## src/rtl/afr_pkg.sv

```systemverilog
package afr_pkg;
  localparam int REG_W = 32;

  // host word addresses
  localparam logic [2:0] ADDR_CTRL = 3'd0;
  localparam logic [2:0] ADDR_STAT = 3'd1;
  localparam logic [2:0] ADDR_TXD  = 3'd2;
  localparam logic [2:0] ADDR_RXD  = 3'd3;
  localparam logic [2:0] ADDR_LVL  = 3'd4;

  // status word positions
  localparam int TXCNT_LSB = 24;
  localparam int RXCNT_LSB = 8;
  localparam int TXFLG_BIT = 16;
  localparam int RXFLG_BIT = 0;

  // level register positions
  localparam int TXLVL_LSB = 8;
  localparam int RXLVL_LSB = 0;

  // control positions
  localparam int RXRST_BIT = 0;
  localparam int TXRST_BIT = 1;
  localparam int RXEN_BIT  = 2;
  localparam int TXEN_BIT  = 3;
  localparam int SRST_BIT  = 16;

  typedef struct packed {
    logic txPush;
    logic rxPop;
    logic txClr;
    logic rxClr;
  } fifoStrobe_t;
endpackage

```

## src/rtl/afr_fifo.sv

```systemverilog
module afr_fifo #(
  parameter int DATA_W = 16,
  parameter int DEPTH  = 32,
  localparam int AW    = $clog2(DEPTH),
  localparam int CNT_W = $clog2(DEPTH + 1)
) (
  input  logic              clk,
  input  logic              rstN,
  input  logic              clr,
  input  logic              push,
  input  logic              pop,
  input  logic [DATA_W-1:0] pushData,
  output logic [DATA_W-1:0] headData,
  output logic [CNT_W-1:0]  count
);
  logic [DATA_W-1:0] mem [DEPTH];
  logic [AW-1:0] wrPtr, rdPtr;
  logic full, empty, pushOk, popOk;

  assign full   = (count == CNT_W'(DEPTH));
  assign empty  = (count == '0);
  assign pushOk = push && !full && !clr;
  assign popOk  = pop && !empty && !clr;

  function automatic logic [AW-1:0] nextPtr(input logic [AW-1:0] p);
    return (p == AW'(DEPTH - 1)) ? '0 : p + 1'b1;
  endfunction

  always_ff @(posedge clk) begin
    if (pushOk) mem[wrPtr] <= pushData;
  end

  always_ff @(posedge clk or negedge rstN) begin
    if (!rstN) begin
      wrPtr <= '0;
      rdPtr <= '0;
      count <= '0;
    end else if (clr) begin
      wrPtr <= '0;
      rdPtr <= '0;
      count <= '0;
    end else begin
      if (pushOk) wrPtr <= nextPtr(wrPtr);
      if (popOk)  rdPtr <= nextPtr(rdPtr);
      case ({pushOk, popOk})
        2'b10:   count <= count + CNT_W'(1);
        2'b01:   count <= count - CNT_W'(1);
        default: count <= count;
      endcase
    end
  end

  assign headData = empty ? '0 : mem[rdPtr];


  count_bound_chk: assert property (@(posedge clk) disable iff (!rstN)
    count <= CNT_W'(DEPTH));


  full_push_chk: assert property (@(posedge clk) disable iff (!rstN)
    (full && push && !pop && !clr) |=> $stable(count));


  clr_empty_chk: assert property (@(posedge clk) disable iff (!rstN)
    clr |=> (count == '0));


  empty_pop_chk: assert property (@(posedge clk) disable iff (!rstN)
    (empty && pop && !push) |=> (count == '0));
endmodule

```

## src/rtl/afr_datapath.sv

```systemverilog
module afr_datapath
  import afr_pkg::*;
#(
  parameter int DATA_W = 16,
  parameter int DEPTH  = 32,
  localparam int CNT_W = $clog2(DEPTH + 1)
) (
  input  logic              clk,
  input  logic              rstN,
  input  fifoStrobe_t       strobe,
  input  logic [DATA_W-1:0] hostData,
  input  logic              txPop,
  input  logic              rxPush,
  input  logic [DATA_W-1:0] rxSerData,
  output logic [DATA_W-1:0] txHead,
  output logic [DATA_W-1:0] rxHead,
  output logic [CNT_W-1:0]  txCnt,
  output logic [CNT_W-1:0]  rxCnt,
  output logic              txValid
);
  // index 0 = transmit, 1 = receive
  logic [1:0] pushV, popV, clrV;
  logic [DATA_W-1:0] inV   [2];
  logic [DATA_W-1:0] headV [2];
  logic [CNT_W-1:0]  cntV  [2];

  assign pushV = {rxPush, strobe.txPush};
  assign popV  = {strobe.rxPop, txPop};
  assign clrV  = {strobe.rxClr, strobe.txClr};
  assign inV[0] = hostData;
  assign inV[1] = rxSerData;

  for (genvar d = 0; d < 2; d++) begin : gDir
    afr_fifo #(.DATA_W(DATA_W), .DEPTH(DEPTH)) uFifo (
      .clk      (clk),
      .rstN     (rstN),
      .clr      (clrV[d]),
      .push     (pushV[d]),
      .pop      (popV[d]),
      .pushData (inV[d]),
      .headData (headV[d]),
      .count    (cntV[d])
    );
  end

  assign txHead  = headV[0];
  assign rxHead  = headV[1];
  assign txCnt   = cntV[0];
  assign rxCnt   = cntV[1];
  assign txValid = (cntV[0] != '0);
endmodule

```

## src/rtl/afr_ctrl.sv

```systemverilog
module afr_ctrl
  import afr_pkg::*;
#(
  parameter int DATA_W = 16,
  parameter int DEPTH  = 32,
  localparam int CNT_W = $clog2(DEPTH + 1),
  localparam int LVL_W = $clog2(DEPTH)
) (
  input  logic              clk,
  input  logic              rstN,
  input  logic              hostWr,
  input  logic              hostRd,
  input  logic [2:0]        hostAddr,
  input  logic [REG_W-1:0]  hostWdata,
  output logic [REG_W-1:0]  hostRdata,
  input  logic [CNT_W-1:0]  txCnt,
  input  logic [CNT_W-1:0]  rxCnt,
  input  logic [DATA_W-1:0] rxHead,
  output fifoStrobe_t       strobe,
  output logic              txReq,
  output logic              rxReq
);
  logic txRstQ, rxRstQ, txEnQ, rxEnQ;
  logic [LVL_W-1:0] txLvlQ, rxLvlQ;
  logic txFlagQ, rxFlagQ;
  logic ctrlWr, statWr, lvlWr, softPulse;
  logic txLow, rxHigh, txClrWr, rxClrWr;
  logic unusedWdata;

  assign ctrlWr    = hostWr && (hostAddr == ADDR_CTRL);
  assign statWr    = hostWr && (hostAddr == ADDR_STAT);
  assign lvlWr     = hostWr && (hostAddr == ADDR_LVL);
  assign softPulse = ctrlWr && hostWdata[SRST_BIT];
  assign txClrWr   = statWr && !hostWdata[TXFLG_BIT];
  assign rxClrWr   = statWr && !hostWdata[RXFLG_BIT];
  assign unusedWdata = ^hostWdata[REG_W-1:SRST_BIT+1];

  assign txLow  = (txCnt <= CNT_W'(txLvlQ));
  assign rxHigh = (rxCnt >  CNT_W'(rxLvlQ));

  assign strobe.txPush = hostWr && (hostAddr == ADDR_TXD);
  assign strobe.rxPop  = hostRd && (hostAddr == ADDR_RXD);
  assign strobe.txClr  = txRstQ || softPulse;
  assign strobe.rxClr  = rxRstQ || softPulse;

  always_ff @(posedge clk or negedge rstN) begin
    if (!rstN) begin
      txRstQ <= 1'b0;
      rxRstQ <= 1'b0;
      txEnQ  <= 1'b0;
      rxEnQ  <= 1'b0;
      txLvlQ <= '0;
      rxLvlQ <= '0;
    end else begin
      if (ctrlWr && !softPulse) begin
        rxRstQ <= hostWdata[RXRST_BIT];
        txRstQ <= hostWdata[TXRST_BIT];
        rxEnQ  <= hostWdata[RXEN_BIT];
        txEnQ  <= hostWdata[TXEN_BIT];
      end
      if (lvlWr) begin
        txLvlQ <= hostWdata[TXLVL_LSB +: LVL_W];
        rxLvlQ <= hostWdata[RXLVL_LSB +: LVL_W];
      end
    end
  end

  always_ff @(posedge clk or negedge rstN) begin
    if (!rstN) begin
      txFlagQ <= 1'b0;
      rxFlagQ <= 1'b0;
    end else if (softPulse) begin
      txFlagQ <= 1'b0;
      rxFlagQ <= 1'b0;
    end else begin
      txFlagQ <= txLow  || (txFlagQ && !txClrWr);
      rxFlagQ <= rxHigh || (rxFlagQ && !rxClrWr);
    end
  end

  assign txReq = txFlagQ && txEnQ;
  assign rxReq = rxFlagQ && rxEnQ;

  always_comb begin
    hostRdata = '0;
    case (hostAddr)
      ADDR_CTRL: begin
        hostRdata[RXRST_BIT] = rxRstQ;
        hostRdata[TXRST_BIT] = txRstQ;
        hostRdata[RXEN_BIT]  = rxEnQ;
        hostRdata[TXEN_BIT]  = txEnQ;
      end
      ADDR_STAT: begin
        hostRdata[TXCNT_LSB +: CNT_W] = txCnt;
        hostRdata[RXCNT_LSB +: CNT_W] = rxCnt;
        hostRdata[TXFLG_BIT]          = txFlagQ;
        hostRdata[RXFLG_BIT]          = rxFlagQ;
      end
      ADDR_RXD: hostRdata[DATA_W-1:0] = rxHead;
      ADDR_LVL: begin
        hostRdata[TXLVL_LSB +: LVL_W] = txLvlQ;
        hostRdata[RXLVL_LSB +: LVL_W] = rxLvlQ;
      end
      default: hostRdata = '0;
    endcase
  end


  tx_flag_set_chk: assert property (@(posedge clk) disable iff (!rstN)
    (!softPulse && txCnt <= CNT_W'(txLvlQ)) |=> txFlagQ);


  rx_flag_set_chk: assert property (@(posedge clk) disable iff (!rstN)
    (!softPulse && rxCnt > CNT_W'(rxLvlQ)) |=> rxFlagQ);


  flag_hold_chk: assert property (@(posedge clk) disable iff (!rstN)
    (txFlagQ && !statWr && !softPulse) |=> txFlagQ);


  soft_clear_chk: assert property (@(posedge clk) disable iff (!rstN)
    softPulse |=> (!txFlagQ && !rxFlagQ && txCnt == '0 && rxCnt == '0));
endmodule

```

## src/rtl/audio_fifo_req.sv

```systemverilog
module audio_fifo_req
  import afr_pkg::*;
#(
  parameter int DATA_W = 16,
  parameter int DEPTH  = 32,
  localparam int CNT_W = $clog2(DEPTH + 1)
) (
  input  logic              clk,
  input  logic              rstN,
  input  logic              hostWr,
  input  logic              hostRd,
  input  logic [2:0]        hostAddr,
  input  logic [REG_W-1:0]  hostWdata,
  output logic [REG_W-1:0]  hostRdata,
  input  logic              txPop,
  output logic [DATA_W-1:0] txData,
  output logic              txValid,
  input  logic              rxPush,
  input  logic [DATA_W-1:0] rxData,
  output logic              txReq,
  output logic              rxReq
);
  fifoStrobe_t strobe;
  logic [CNT_W-1:0]  txCnt, rxCnt;
  logic [DATA_W-1:0] rxHead;

  afr_ctrl #(.DATA_W(DATA_W), .DEPTH(DEPTH)) uCtrl (
    .clk       (clk),
    .rstN      (rstN),
    .hostWr    (hostWr),
    .hostRd    (hostRd),
    .hostAddr  (hostAddr),
    .hostWdata (hostWdata),
    .hostRdata (hostRdata),
    .txCnt     (txCnt),
    .rxCnt     (rxCnt),
    .rxHead    (rxHead),
    .strobe    (strobe),
    .txReq     (txReq),
    .rxReq     (rxReq)
  );

  afr_datapath #(.DATA_W(DATA_W), .DEPTH(DEPTH)) uData (
    .clk       (clk),
    .rstN      (rstN),
    .strobe    (strobe),
    .hostData  (hostWdata[DATA_W-1:0]),
    .txPop     (txPop),
    .rxPush    (rxPush),
    .rxSerData (rxData),
    .txHead    (txData),
    .rxHead    (rxHead),
    .txCnt     (txCnt),
    .rxCnt     (rxCnt),
    .txValid   (txValid)
  );
endmodule

```

## config.mk

```make
export PLATFORM = sky130hd
export DESIGN_NAME = audio_fifo_req
export DESIGN_NICKNAME = d
export VERILOG_FILES = /design/src/rtl/afr_pkg.sv /design/src/rtl/afr_fifo.sv /design/src/rtl/afr_datapath.sv /design/src/rtl/afr_ctrl.sv /design/src/rtl/audio_fifo_req.sv
export SDC_FILE = /design/constraint.sdc
export NUM_CORES = 1
export LEC_CHECK = 0
export ABC_CLOCK_PERIOD_IN_PS = 2500
export BUFFER_PORTS_ARGS = -buffer_cell sky130_fd_sc_hd__buf_2
export CELL_PAD_IN_SITES_DETAIL_PLACEMENT = 0
export CELL_PAD_IN_SITES_GLOBAL_PLACEMENT = 1
export CORE_MARGIN = 2
export CORE_UTILIZATION = 40
export CTS_CLUSTER_DIAMETER = 50
export DETAILED_ROUTE_END_ITERATION = 10
export GPL_ROUTABILITY_DRIVEN = 0
export PLACE_DENSITY = 0.66
export SETUP_SLACK_MARGIN = 0.1
export SYNTH_ARGS = -nofsm -noshare
export SYNTH_HDL_FRONTEND = slang
export SYNTH_SLANG_ARGS = --single-unit
```

## constraint.sdc

```tcl
create_clock -name clk -period 2.5 [get_ports clk]
set_clock_uncertainty 0.1 [all_clocks]
set_input_delay 0.125 -clock clk [delete_from_list [all_inputs] [get_ports clk]]
set_output_delay 0.125 -clock clk [all_outputs]
set_load 0.02 [all_outputs]
```

==> reports/metrics.yaml <==
status: "finished with violations"
violations: "negative setup slack"
synth.most_common_cell: "edfxtp_1"
synthDistinctLibCells: 64
slew_violations: 0
area_delta_synth_final_pct: 25.27
seq_area_frac_synth: 0.7497
routedWlPerCell_um: 27.85
synth.area.top_cells: "edfxtp_1 72%, mux4_2 16%, dfrtp_1 2.8%"
fin_nets: 2546
rsz0062_at_grt: "true"
ff2ff_path_depth: 10
cp-end-kind: "primary output"
grt_pass1_wl_mm: 157.3
max-clock-path-buffers: 3
grt_pass1_vias: 22740
r2r_end: "uData.gDir[0].uFifo.count[4]$_DFFE_PN0P_"
synthFlopType: "edfxtp_1"
die_area_sq_um: 109200
cp.arrival_ps: 3220
drtIter0Drc: 2189
worstPathRequired_ps: 2280
cts_tree: "done"
ff2ff_setup_slack_ps: -110
initial_core_util: 0.4043
holdCritPathClass: "input port to flip-flop"
final.min_clock_period_ps: 3443
grt_max_degree: 36
finalCritPeriodShare: 1.377
hold_viol: 0
path_max_fanout: 6
min_to: "uCtrl.txEnQ$_DFFE_PN0P_"
clk_latency_ps: 710
ys_seq_elements: 1072
avgSynthCellArea_sq_um: 21.19
synth_top_area_share: 0.7215
root_buffer: "clkbuf_16"
power_density_nw_per_um2: 920.0
place_ws_ps: -371.7
worstReg2RegStart: "uData.gDir[0].uFifo.count[0]$_DFFE_PN0P_"
grt_use_total: 0.2008
portBuffers: 83
drtPass1Iterations: 5
h-tree-depth: 3
rows: 119
syn-cell-area_sq_um: 42620
core_sq_um: 105400
cts.sinks: 1072
synth_common_cells: "1024 x edfxtp_1, 304 x mux4_2, 120 x nor2_1"
fmax_mhz: 290.5
clkTransAtPathRegs_ps: 60
vias: 22260
antenna_found_initial: 8
hold_path_depth: 5
synth_edf_count: 1024
ys_warn_count: 0
layout_setup_ws_ps: -942.8
slew_headroom: 0.3143
grt-ovfl-total: 0
worstSetupStartpointType: "flip-flop"
drc: 0
finalWirelength_mm: 110.1
worstSetupPathType: "flip-flop to primary output"
grt_use_met1: 0.2833
postRouteAntennaNets: 0
n_fill_cell: 8336
drive_gt1_frac: 0.4084
finalSetupViolations: 35
async_flop_share: 0.04478
die_w_um: 330.4
fp.dieH_um: 330.4
tightest_slew_ps: 1025
drv_cap: 0
viasPerCell: 5.631
synthCells: 2011
gr-usage-met2: 0.3134
hp-start: "hostAddr[1]"
finalPower_mw: 49.12
yosysTopAreaCell: "edfxtp_1"
ir_worst_vdd_mv: 0.7124
p_leak_nw: 17.14
numCtsBuffers: 114
top_usage_layer: "met2"
use_met3: 0.04809
ios: 108
hpwl_mm: 66.10
[worst max-delay path by stage]
stage	slack, ps	from	endpoint	depth (start not counted)
2_1_floorplan	-200	uData.gDir[0].uFifo.count[0]$_DFFE_PN0P_	uData.gDir[0].uFifo.count[5]$_DFFE_PN0P_	10
3_3_place_gp	-340	uData.gDir[1].uFifo.rdPtr[0]$_DFFE_PN0P_	hostRdata[15]	7
3_5_place_dp	-370	uData.gDir[1].uFifo.rdPtr[0]$_DFFE_PN0P_	hostRdata[15]	7
4_1_cts	-990	uData.gDir[1].uFifo.rdPtr[0]$_DFFE_PN0P_	hostRdata[9]	8
5_1_grt	-1000	uData.gDir[1].uFifo.rdPtr[0]$_DFFE_PN0P_	hostRdata[9]	8
6_report	-940	uData.gDir[1].uFifo.rdPtr[0]$_DFFE_PN0P_	hostRdata[12]	9
[through the flow]
stage | cell area [sq um] | hold slack (ps) | instances | util | setup TNS (ps)
after floorplan | 42740 | -270.6 | 2019 | - | -111590
after CTS | 52470 | 54.37 | 3913 | 0.4978 | -28970
after global routing | 53380 | 99.14 | 3952 | 0.5064 | -29590
final | 53390 | 97.89 | 3954 | 0.5064 | -26550
after global placement | 47470 | 36.01 | 3617 | 0.4503 | -7727
after detailed placement | 47470 | 54.01 | 3617 | 0.4503 | -8341
[critical path, stage by stage (launching register included)]
cell and delay (ps):
dfrtp_4 560, buf_12 180, clkbuf_16 160, buf_6 110, mux4_2 410, mux4_2 520, mux2i_1 170, buf_4 190
o21ai_4 80, buf_6 140
[registers in the layout (all words and copies together) (netlist names)]
name                    cells
uCtrl.rxEnQ                 1
uCtrl.rxFlagQ               1
uCtrl.rxLvlQ                5
uCtrl.rxRstQ                1
uCtrl.txEnQ                 1
uCtrl.txFlagQ               1
uCtrl.txLvlQ                5
uCtrl.txRstQ                1
uData.gDir.uFifo.count     12
uData.gDir.uFifo.mem     1024
uData.gDir.uFifo.rdPtr     10
uData.gDir.uFifo.wrPtr     10
[kinds of logic (layout without fill, tap and decap cells)]
family	Yosys count	count (layout)	share of synthesized area
compound gates	152	152	0.02272
mux	351	351	0.1719
flops	1072	1072	0.7497
fa+ha+maj	30	30	0.008808
xor+xnor	11	11	0.002701
other cells	1	13	0.00008799
buf+inv	140	680	0.01512
simple gates	254	254	0.02898
[report_power, final]
part | leakage [nW] | internal, mW | switching, mW | total (mW)
Sequential | 9.82 | 20.1 | 0.284 | 20.3
Combinational | 5.52 | 6.43 | 5.80 | 12.2
Clock | 1.80 | 9.36 | 7.19 | 16.6
Total | 17.1 | 35.8 | 13.3 | 49.1
[cell usage in the layout, fill, tap and decap left out, drive strengths merged, types with 7 or more instances in the layout]
cell type    count
mux4           304
inv             37
clkbuf         145
a211oi          33
and2            11
nor3             7
dfrtp           48
conb             9
xnor2            8
clkinv          51
clkinvlp         7
buf            390
o21ai           36
mux2i           41
bufinv           8
a31oi            8
edfxtp        1024
a21oi           46
ha              30
nand2           41
dlygate4sd3     42
nor2b           23
nor2           120
nand3           10
[routing by layer]
| layer | wire [um] | share of wire |
|---|---|---|
| met1 | 46200 | 0.42 |
| met2 | 52240 | 0.47 |
| met3 | 9315 | 0.085 |
| met4 | 2317 | 0.021 |
| met5 | 30 | 0.00027 |
[final cells by class]
| cell class | count | area (sq um) | share of cell area |
|---|---|---|---|
| tap | 1391 | 1740 | 0.03260 |
| clock buffer | 136 | 2935 | 0.05498 |
| timing repair buffer | 441 | 5009 | 0.09382 |
| sequential | 1072 | 31970 | 0.5989 |
| inverter | 23 | 88.84 | 0.001664 |
| clock inverter | 80 | 799.5 | 0.01498 |
| multi-input combinational | 807 | 10830 | 0.2029 |
| antenna | 4 | 10.01 | 0.0001875 |
[timing repair]
item / CTS / global route
cloned: 6 / 9
buffers inserted: 32 / 32
setup endpoints to repair: 552 / 116
pin swaps: 25 / 42
resized for setup: 103 / 111
endpoints found under the hold margin: 1102 / 0
hold buffers: 42 / 0
(Power assumes the default switching activity.)
